`src/rtl/fst_pkg.sv`:
```
package fst_pkg;
    typedef enum logic [1:0] {
        S_IDLE  = 2'd0,
        S_ARMED = 2'd1,
        S_SHIFT = 2'd2
    } fst_state_e;
endpackage

```
`src/rtl/fst_ctrl.sv`:
```
module fst_ctrl
    import fst_pkg::*;
#(
    parameter int TAG_W = 16,
    parameter int DLY_W = 6,
    parameter int LEN_W = 5
) (
    input  logic             clk,
    input  logic             rst_n,
    input  logic             frame_start,
    input  logic             bit_en,
    input  logic             sync_win,
    input  logic [LEN_W-1:0] tag_len,
    input  logic [DLY_W-1:0] start_dly,
    input  logic             tx_en,
    output logic             load,
    output logic             step,
    output logic             last,
    output logic             tx_drive,
    output logic [LEN_W-1:0] len_q
);
    fst_state_e       state_q, state_d;
    logic [LEN_W-1:0] cnt_q;
    logic             txact_q;
    logic             elig;

    assign elig = (tag_len != '0) && (32'(tag_len) <= TAG_W)
               && (32'(tag_len) <= 32'(start_dly));

    always_ff @(posedge clk or negedge rst_n) begin
        if (!rst_n) begin
            state_q <= S_IDLE;
            cnt_q   <= '0;
            len_q   <= '0;
            txact_q <= 1'b0;
        end else begin
            state_q <= state_d;
            if (frame_start) begin
                cnt_q   <= '0;
                len_q   <= tag_len;
                txact_q <= elig && tx_en;
            end else if (step) begin
                cnt_q <= cnt_q + LEN_W'(1);
            end
        end
    end

    always_comb begin
        load     = frame_start;
        step     = !frame_start && bit_en && sync_win && (state_q != S_IDLE);
        last     = step && (cnt_q == len_q - LEN_W'(1));
        tx_drive = txact_q && sync_win && (state_q != S_IDLE);
        state_d  = state_q;
        unique case (state_q)
            S_IDLE: begin
                if (frame_start && elig) state_d = S_ARMED;
            end
            S_ARMED: begin
                if (frame_start)  state_d = elig ? S_ARMED : S_IDLE;
                else if (step)    state_d = last ? S_IDLE : S_SHIFT;
            end
            S_SHIFT: begin
                if (frame_start)    state_d = elig ? S_ARMED : S_IDLE;
                else if (!sync_win) state_d = S_IDLE;
                else if (last)      state_d = S_IDLE;
            end
            default: state_d = S_IDLE;
        endcase
    end

    // the bit counter never reaches the latched length while a frame runs
    p_cnt_bound_r1: assert property (@(posedge clk) disable iff (!rst_n)
        (state_q != S_IDLE) |-> (cnt_q < len_q));

    // an ineligible start leaves the machine idle
    p_inelig_idle_r3: assert property (@(posedge clk) disable iff (!rst_n)
        (frame_start && !elig) |=> (state_q == S_IDLE));

    // a window that closes mid-tag abandons the frame
    p_abort_r7: assert property (@(posedge clk) disable iff (!rst_n)
        (state_q == S_SHIFT && !sync_win && !frame_start) |=> (state_q == S_IDLE));
endmodule

```
`src/rtl/fst_tx_shift.sv`:
```
module fst_tx_shift #(
    parameter int TAG_W = 16,
    parameter int LEN_W = 5
) (
    input  logic             clk,
    input  logic             rst_n,
    input  logic             tx_tag_wr,
    input  logic [TAG_W-1:0] tx_tag_data,
    input  logic             load,
    input  logic             step,
    input  logic [LEN_W-1:0] tag_len,
    input  logic             tx_drive,
    input  logic             tx_idle,
    output logic             tx_sd
);
    logic [TAG_W-1:0] hold_q;
    logic [TAG_W-1:0] sh_q;

    always_ff @(posedge clk or negedge rst_n) begin
        if (!rst_n) begin
            hold_q <= '0;
            sh_q   <= '0;
        end else begin
            if (tx_tag_wr) hold_q <= tx_tag_data;
            if (load)      sh_q   <= hold_q << (TAG_W - 32'(tag_len));
            else if (step) sh_q   <= sh_q << 1;
        end
    end

    assign tx_sd = tx_drive ? sh_q[TAG_W-1] : tx_idle;

    // the shifter changes only on a frame start or a bit step
    p_shift_hold_r6: assert property (@(posedge clk) disable iff (!rst_n)
        (!load && !step) |=> $stable(sh_q));
endmodule

```
`src/rtl/fst_rx_shift.sv`:
```
module fst_rx_shift #(
    parameter int TAG_W = 16
) (
    input  logic             clk,
    input  logic             rst_n,
    input  logic             load,
    input  logic             step,
    input  logic             last,
    input  logic             rx_sd,
    output logic [TAG_W-1:0] rx_tag,
    output logic             rx_valid
);
    logic [TAG_W-1:0] sh_q;
    logic [TAG_W-1:0] sh_next;

    assign sh_next = {sh_q[TAG_W-2:0], rx_sd};

    always_ff @(posedge clk or negedge rst_n) begin
        if (!rst_n) begin
            sh_q     <= '0;
            rx_tag   <= '0;
            rx_valid <= 1'b0;
        end else begin
            rx_valid <= last;
            if (load)      sh_q <= '0;
            else if (step) sh_q <= sh_next;
            if (last)      rx_tag <= sh_next;
        end
    end

    // a frame start empties the receive shifter
    p_load_clear_r1: assert property (@(posedge clk) disable iff (!rst_n)
        load |=> (sh_q == '0));
endmodule

```
`src/rtl/fs_tag_shifter.sv`:
```
module fs_tag_shifter #(
    parameter int TAG_W = 16,
    parameter int DLY_W = 6,
    parameter int LEN_W = $clog2(TAG_W + 1)
) (
    input  logic             clk,
    input  logic             rst_n,
    input  logic             bit_en,
    input  logic             frame_start,
    input  logic             sync_win,
    input  logic [LEN_W-1:0] tag_len,
    input  logic [DLY_W-1:0] start_dly,
    input  logic             tx_en,
    input  logic             tx_idle,
    input  logic             tx_tag_wr,
    input  logic [TAG_W-1:0] tx_tag_data,
    input  logic             rx_sd,
    output logic [TAG_W-1:0] rx_tag,
    output logic             rx_valid,
    output logic             tx_sd
);
    logic             load, step, last, tx_drive;
    logic [LEN_W-1:0] len_q;

    fst_ctrl #(.TAG_W(TAG_W), .DLY_W(DLY_W), .LEN_W(LEN_W)) u_ctrl (
        .clk(clk), .rst_n(rst_n), .frame_start(frame_start), .bit_en(bit_en),
        .sync_win(sync_win), .tag_len(tag_len), .start_dly(start_dly),
        .tx_en(tx_en), .load(load), .step(step), .last(last),
        .tx_drive(tx_drive), .len_q(len_q)
    );

    fst_tx_shift #(.TAG_W(TAG_W), .LEN_W(LEN_W)) u_tx (
        .clk(clk), .rst_n(rst_n), .tx_tag_wr(tx_tag_wr), .tx_tag_data(tx_tag_data),
        .load(load), .step(step), .tag_len(tag_len), .tx_drive(tx_drive),
        .tx_idle(tx_idle), .tx_sd(tx_sd)
    );

    fst_rx_shift #(.TAG_W(TAG_W)) u_rx (
        .clk(clk), .rst_n(rst_n), .load(load), .step(step), .last(last),
        .rx_sd(rx_sd), .rx_tag(rx_tag), .rx_valid(rx_valid)
    );

    // the receive strobe lasts one cycle
    p_valid_pulse_r2: assert property (@(posedge clk) disable iff (!rst_n)
        rx_valid |=> !rx_valid);

    // unused upper bits of a strobed tag are zero
    p_upper_zero_r1: assert property (@(posedge clk) disable iff (!rst_n)
        rx_valid |-> ((rx_tag >> len_q) == '0));
endmodule

```
`config.mk`:
```
export PLATFORM = sky130hd
export DESIGN_NAME = fs_tag_shifter
export DESIGN_NICKNAME = d
export VERILOG_FILES = /design/src/rtl/fst_pkg.sv /design/src/rtl/fst_ctrl.sv /design/src/rtl/fst_tx_shift.sv /design/src/rtl/fst_rx_shift.sv /design/src/rtl/fs_tag_shifter.sv
export SDC_FILE = /design/constraint.sdc
export NUM_CORES = 1
export LEC_CHECK = 0
export BUFFER_PORTS_ARGS = -buffer_cell sky130_fd_sc_hd__buf_2
export CORE_AREA = 2 2 90 101
export CTS_CLUSTER_SIZE = 25
export DETAILED_ROUTE_END_ITERATION = 12
export DIE_AREA = 0 0 92 103
export PLACE_DENSITY_LB_ADDON = 0.1
export SYNTH_ARGS = -nofsm -noshare
export SYNTH_HDL_FRONTEND = slang
export SYNTH_SLANG_ARGS = --single-unit
export TNS_END_PERCENT = 1
```
`constraint.sdc`:
```
create_clock -name clk -period 2.95 [get_ports clk]
set_input_delay 0 -clock clk [delete_from_list [all_inputs] [get_ports clk]]
set_output_delay 0 -clock clk [all_outputs]
set_load 0.1 [all_outputs]
```
# Word-level counts from Yosys, hierarchy flattened
# Cells that the tools add are included.
# totals
ff_bits,77
latch_bits,0
ramBits,0
rom_bits,0
input_bits,36
output_inout_bits,18
word_cells,53
memories,0
# op_classes
n_addsub,3
n_mul,0
n_div,0
magnitude_cmp,2
eq_ne,6
shifts,1
n_mux,16
bitwise_logic,0
reduce_logical,16
# op_table
operator,n
16-bit 2-to-1 mux,2
16-bit by 32-bit << shifter with 16-bit output,1
15-bit 2-to-1 mux,2
2-bit 2-to-1 mux,7
1-bit logical AND,10
5-bit 2-to-1 mux,2
5-bit by 6-bit <= comparator with 1-bit output,1
2-bit one-hot mux with 3 select lines,1
5-bit by 5-bit subtractor with 6-bit output (first input constant),1
5-bit by 1-bit adder with 5-bit output (second input constant),1
5-bit equality test,1
5-bit <= comparator (second input constant),1
5-bit nonzero test,1
5-bit by 1-bit subtractor with 5-bit output (second input constant),1
4-bit by 3-bit inequality test with 1-bit output (second input constant),1
2-bit nonzero test,2
3-bit inequality test (second input constant),1
3-bit AND reduction,1
2-bit by 1-bit equality test with 1-bit output (second input constant),1
2-bit equality test (second input constant),1
2-bit logical NOT,1
1-bit 2-to-1 mux,2
2-bit by 1-bit inequality test with 1-bit output (second input constant),1
1-bit logical NOT,1

# Longest topological paths before layout
# depth
depth_word,9
depth_mapped,11

# Cells and area by module
# Synthesis repeated with hierarchy kept, for this count alone.
# hier_totals
cells_unflattened,394
area_unflattened_um2,4345.4
# by_module_without_submodules
mod,n_inst,cells_each,area_each_um2,seq_area_each_um2
fst_tx_shift,1,224,2204.6,800.8
fst_rx_shift,1,83,1282.5,800.8
fst_ctrl,1,87,858.3,325.3

# Worst setup path before layout
# OpenSTA, ideal clock, no wires.
# synth_path
path_kind,register to register
from,reg u_ctrl.len_q[0]
to,reg u_rx.rx_tag[10]
setup_time_ps,125
t_arrival_ps,2159
required_ps,2825
path_slack_ps,666
path_stages_with_launch,9
n_path_buf,2
synth_period_minus_slack_ps,2284
cell_sequence,dfrtp_1 > inv_1 > ha_1 > xnor2_1 > or4_1 > or3_1 > buf_6 > buf_6 > mux2_4
# synth_via
elab_chain_len,3
# synth_rtl
item,line,text
from (decl),fst_ctrl.sv:20,output logic [LEN_W-1:0] len_q
from (signal assigned),fst_ctrl.sv:40,len_q <= tag_len;
5-bit by 1-bit subtractor with 5-bit output,fst_ctrl.sv:51,last = step && (cnt_q == len_q - LEN_W'(1));
5-bit equality test,fst_ctrl.sv:51,
1-bit logical AND,fst_ctrl.sv:51,
to (signal assigned),fst_rx_shift.sv:27,if (last) rx_tag <= sh_next;
to (decl),fst_rx_shift.sv:10,"output logic [TAG_W-1:0] rx_tag,"
# Every way passes these cells.
# A chain may end at the register's enable or synchronous reset.

# Worst setup path after layout
# layout_path
from,reg u_ctrl.len_q[0]
to,reg u_rx.rx_tag[7]
# The elaborated chain is that of the path after synthesis.

==> load_flow_metrics.sql <==
INSERT INTO impl_metrics (metric_group, metric, value, unit) VALUES
('sta', 'timing.setup.tns', '0', 'ns'),
('yosys', 'synthesized_flop_and_latch_total', '77', ''),
('yosys', 'synth.mux.area_fraction', '17.3', '%'),
('critical_path', 'timing.critical_path.slowest_cell_delay', '0.68', 'ns'),
('yosys', 'synth_top_cell_area_share', '46.5', '%'),
('finish', 'fillers', '767', ''),
('critical_path', 'r2r_end', 'u_rx.rx_tag[7]', ''),
('critical_path', 'rrSetupSlack', '0.37', 'ns'),
('grt', 'grt-busiest-layer', 'met2', ''),
('sta', 'finalMaxSlewViolations', '0', ''),
('grt', 'grt-ovfl-total', '0', ''),
('clocking', 'tritoncts_sinks', '77', ''),
('detailed_routing', 'route.antenna.remaining_nets', '0', ''),
('pwr', 'cellInternalPower', '1900', 'uW'),
('min_path', 'origin_of_the_worst_min_delay_path', 'tag_len[2]', ''),
('pwr', 'sequentialPowerShare', '44.5', '%'),
('detailed_routing', 'via_count', '3212', ''),
('min_path', 'min_delay_path_depth', '2', ''),
('sta', 'post-route-min-period', '2.58', 'ns'),
('finish', 'proportion_of_layout_cells_with_a_drive_suffix_above_1', '24.4', '%'),
('grt', 'global_route.usage.met2', '35.5', '%'),
('yosys', 'async_flop_share', '100', '%'),
('place', 'dp_hpwl', '6.19', 'mm'),
('yosys', 'post_synth_edffs', '0', ''),
('finish', 'finish.net_count', '523', ''),
('yosys', 'largest_family_of_logic_cells_by_synthesized_area', 'multiplexers', ''),
('detailed_routing', 'drt-vias-per-instance', '5.37', ''),
('pwr', 'power.leakage', '0.00234', 'uW'),
('sta', 'timing.clock.skew', '0.00470', 'ns'),
('pwr', 'clock_power_share', '38.8', '%'),
('yosys', 'synth_compound_gate_area_share', '13.8', '%'),
('floorplanning', 'die_h', '103', 'um'),
('detailed_routing', 'drcViolationCount', '0', ''),
('sta', 'period_share', '87.5', '%'),
('clocking', 'cts_buffer_depth', '2', ''),
('yosys', 'synth_top_cells_by_area', 'sky130_fd_sc_hd__dfrtp_1 47%, sky130_fd_sc_hd__mux2_2 7.6%, sky130_fd_sc_hd__nand2_1 5.6%', ''),
('clocking', 'post_cts_hold_buffer_count', '22', ''),
('critical_path', 'worst_setup_path_end_kind', 'flip-flop', ''),
('place', 'gp_congestion', '0.855', ''),
('critical_path', 'crit_slowest_cell', 'sky130_fd_sc_hd__or3_1', ''),
('floorplanning', 'initial_utilization', '48.4', '%'),
('pwr', 'p_comb_share', '16.8', '%'),
('sta', 'finalSetupViolCount', '0', ''),
('sta', 'max_clock_freq', '0.388', 'GHz'),
('yosys', 'post_synthesis_simple_gate_area_fraction', '13.7', '%'),
('critical_path', 'r2r-start', 'u_ctrl.len_q[0]', ''),
('outcome', 'status', 'finished, final reports clean', ''),
('pwr', 'power.net_switching', '718', 'uW'),
('floorplanning', 'fp.dieW', '92', 'um'),
('critical_path', 'timing.critical_path.cells', 'inv_1, ha_1, xnor2_1, or4_1, or3_1, mux2_4', ''),
('grt', 'antenna_found_initial', '0', ''),
('yosys', 'synth_fa_ha_area_share', '2.42', '%'),
('critical_path', 'worst-path-max-fanout', '17', ''),
('clocking', 'insertion_delay', '0.35', 'ns'),
('clocking', 'cts_setup_buffers', '0', ''),
('pwr', 'finalPower', '2620', 'uW'),
('grt', 'first_global_vias', '3233', ''),
('yosys', 'syn_avg_cell_area', '10.1', 'um^2'),
('grt', 'grt_pass1_wl', '15.5', 'mm'),
('grt', 'grt_max_degree', '78', ''),
('run', 'timing.max_cap.violations', '0', ''),
('floorplanning', 'rows', '36', ''),
('yosys', 'mapped_nets', '454', ''),
('grt', 'gr-usage-all-layers', '20.6', '%'),
('yosys', 'synth_ff_type', 'sky130_fd_sc_hd__dfrtp_1', ''),
('place', 'buffer_ports.inserted', '53', ''),
('yosys', 'synth_largest_area_cell', 'sky130_fd_sc_hd__dfrtp_1', ''),
('sta', 'worst_slew_pin_slew', '0.953', 'ns'),
('floorplanning', 'num_io_pins', '54', ''),
('yosys', 'synth_sequential_area_ratio', '46.5', '%'),
('sta', 'report.final.hold_viol_count', '0', '');
critical path: cells and delay by family, from the launching register on:
| kind | cells | cell delay, ns |
|---|---|---|
| xor+xnor | 1 | 0.14 |
| fa+ha+maj | 1 | 0.31 |
| buf+inv | 1 | 0.08 |
| flops | 1 | 0.39 |
| mux | 1 | 0.43 |
| simple gates | 2 | 1.13 |
worst max-delay path by stage:
stage / start / to / cells past startpoint
global route: u_ctrl.len_q[0] / u_rx.rx_tag[7] / 6
finish: u_ctrl.len_q[0] / u_rx.rx_tag[7] / 6
CTS: u_ctrl.len_q[0] / u_rx.rx_tag[9] / 6
global placement: u_ctrl.len_q[0] / u_rx.rx_tag[7] / 6
detailed placement: u_ctrl.len_q[0] / u_rx.rx_tag[9] / 6
floorplan: u_ctrl.len_q[0] / u_rx.rx_tag[10] / 8
cell usage after synthesis, drive strengths merged (2+ instances only):
cell     instances
nand2b           3
o21a             5
mux2            37
o211ai           3
nor3b            2
and3             2
nor2            31
dfrtp           77
nand3            5
xor2             6
nand2           63
xnor2            6
o2bb2ai          8
a21oi           23
o21ai           17
nand4            4
inv             11
a22o             2
nor2b            5
a21boi           2
a2bb2oi          7
or4              2
a211oi           3
or3              2
o22ai            6
clkbuf          20
buf              5
mux4             2
and2             2
o32ai            2
nor3             4
a31oi            3
ha               8
mux2i           22
o22a             2
power by group through the flow:
stage	sequential (uW)	clock (uW)	combinational [uW]
floorplan	1190	0	286
global placement	1180	0	415
detailed placement	1190	0	420
CTS	1170	1040	444
global route	1170	1080	494
finish	1160	1020	440
sequential cells by signal, summed over array words and instances (netlist names):
register and flops:
u_rx.rx_valid 1, u_rx.rx_tag 16, u_ctrl.txact_q 1, u_ctrl.state_q 2, u_tx.hold_q 16, u_ctrl.len_q 5
u_rx.sh_q 15, u_ctrl.cnt_q 5, u_tx.sh_q 16
logic make-up (layout without fill, tap and decap cells):
logic type / Yosys count / in the layout
xor gates and xnor gates: 12 / 12
buffers and inverters: 37 / 111
DFF: 77 / 77
AOI/OAI and AO/OA: 87 / 87
and+or+nand+nor: 128 / 128
muxes: 61 / 61
adders and majority gates: 8 / 8
metal layers:
metal,vias up,share of wire (%)
met5,-,0
met4,0,0.60
met3,6,3.3
met2,67,50
met1,1545,46
li1,1594,-
per-stage QoR:
step / cells / hold slack, ns / setup slack (ns) / instance area, um^2
floorplan: 410 / -0.296 / 0.666 / 4140
global placement: 560 / 0.217 / 0.425 / 4500
detailed placement: 560 / 0.224 / 0.366 / 4500
CTS: 598 / 0.0222 / 0.354 / 4980
global route: 598 / 0.0380 / 0.247 / 4980
finish: 598 / 0.0441 / 0.370 / 4980
area by class of cell:
class	count	area [um^2]	share of cell area (%)
Clock inverter	6	118	2.36
Sequential cell	77	1930	38.7
Tap cell	114	143	2.87
Multi-Input combinational cell	296	2060	41.4
Clock buffer	10	138	2.77
Timing Repair Buffer	83	548	11.0
Inverter	12	45.0	0.905
Note: power is estimated with default switching activity, not from simulation.
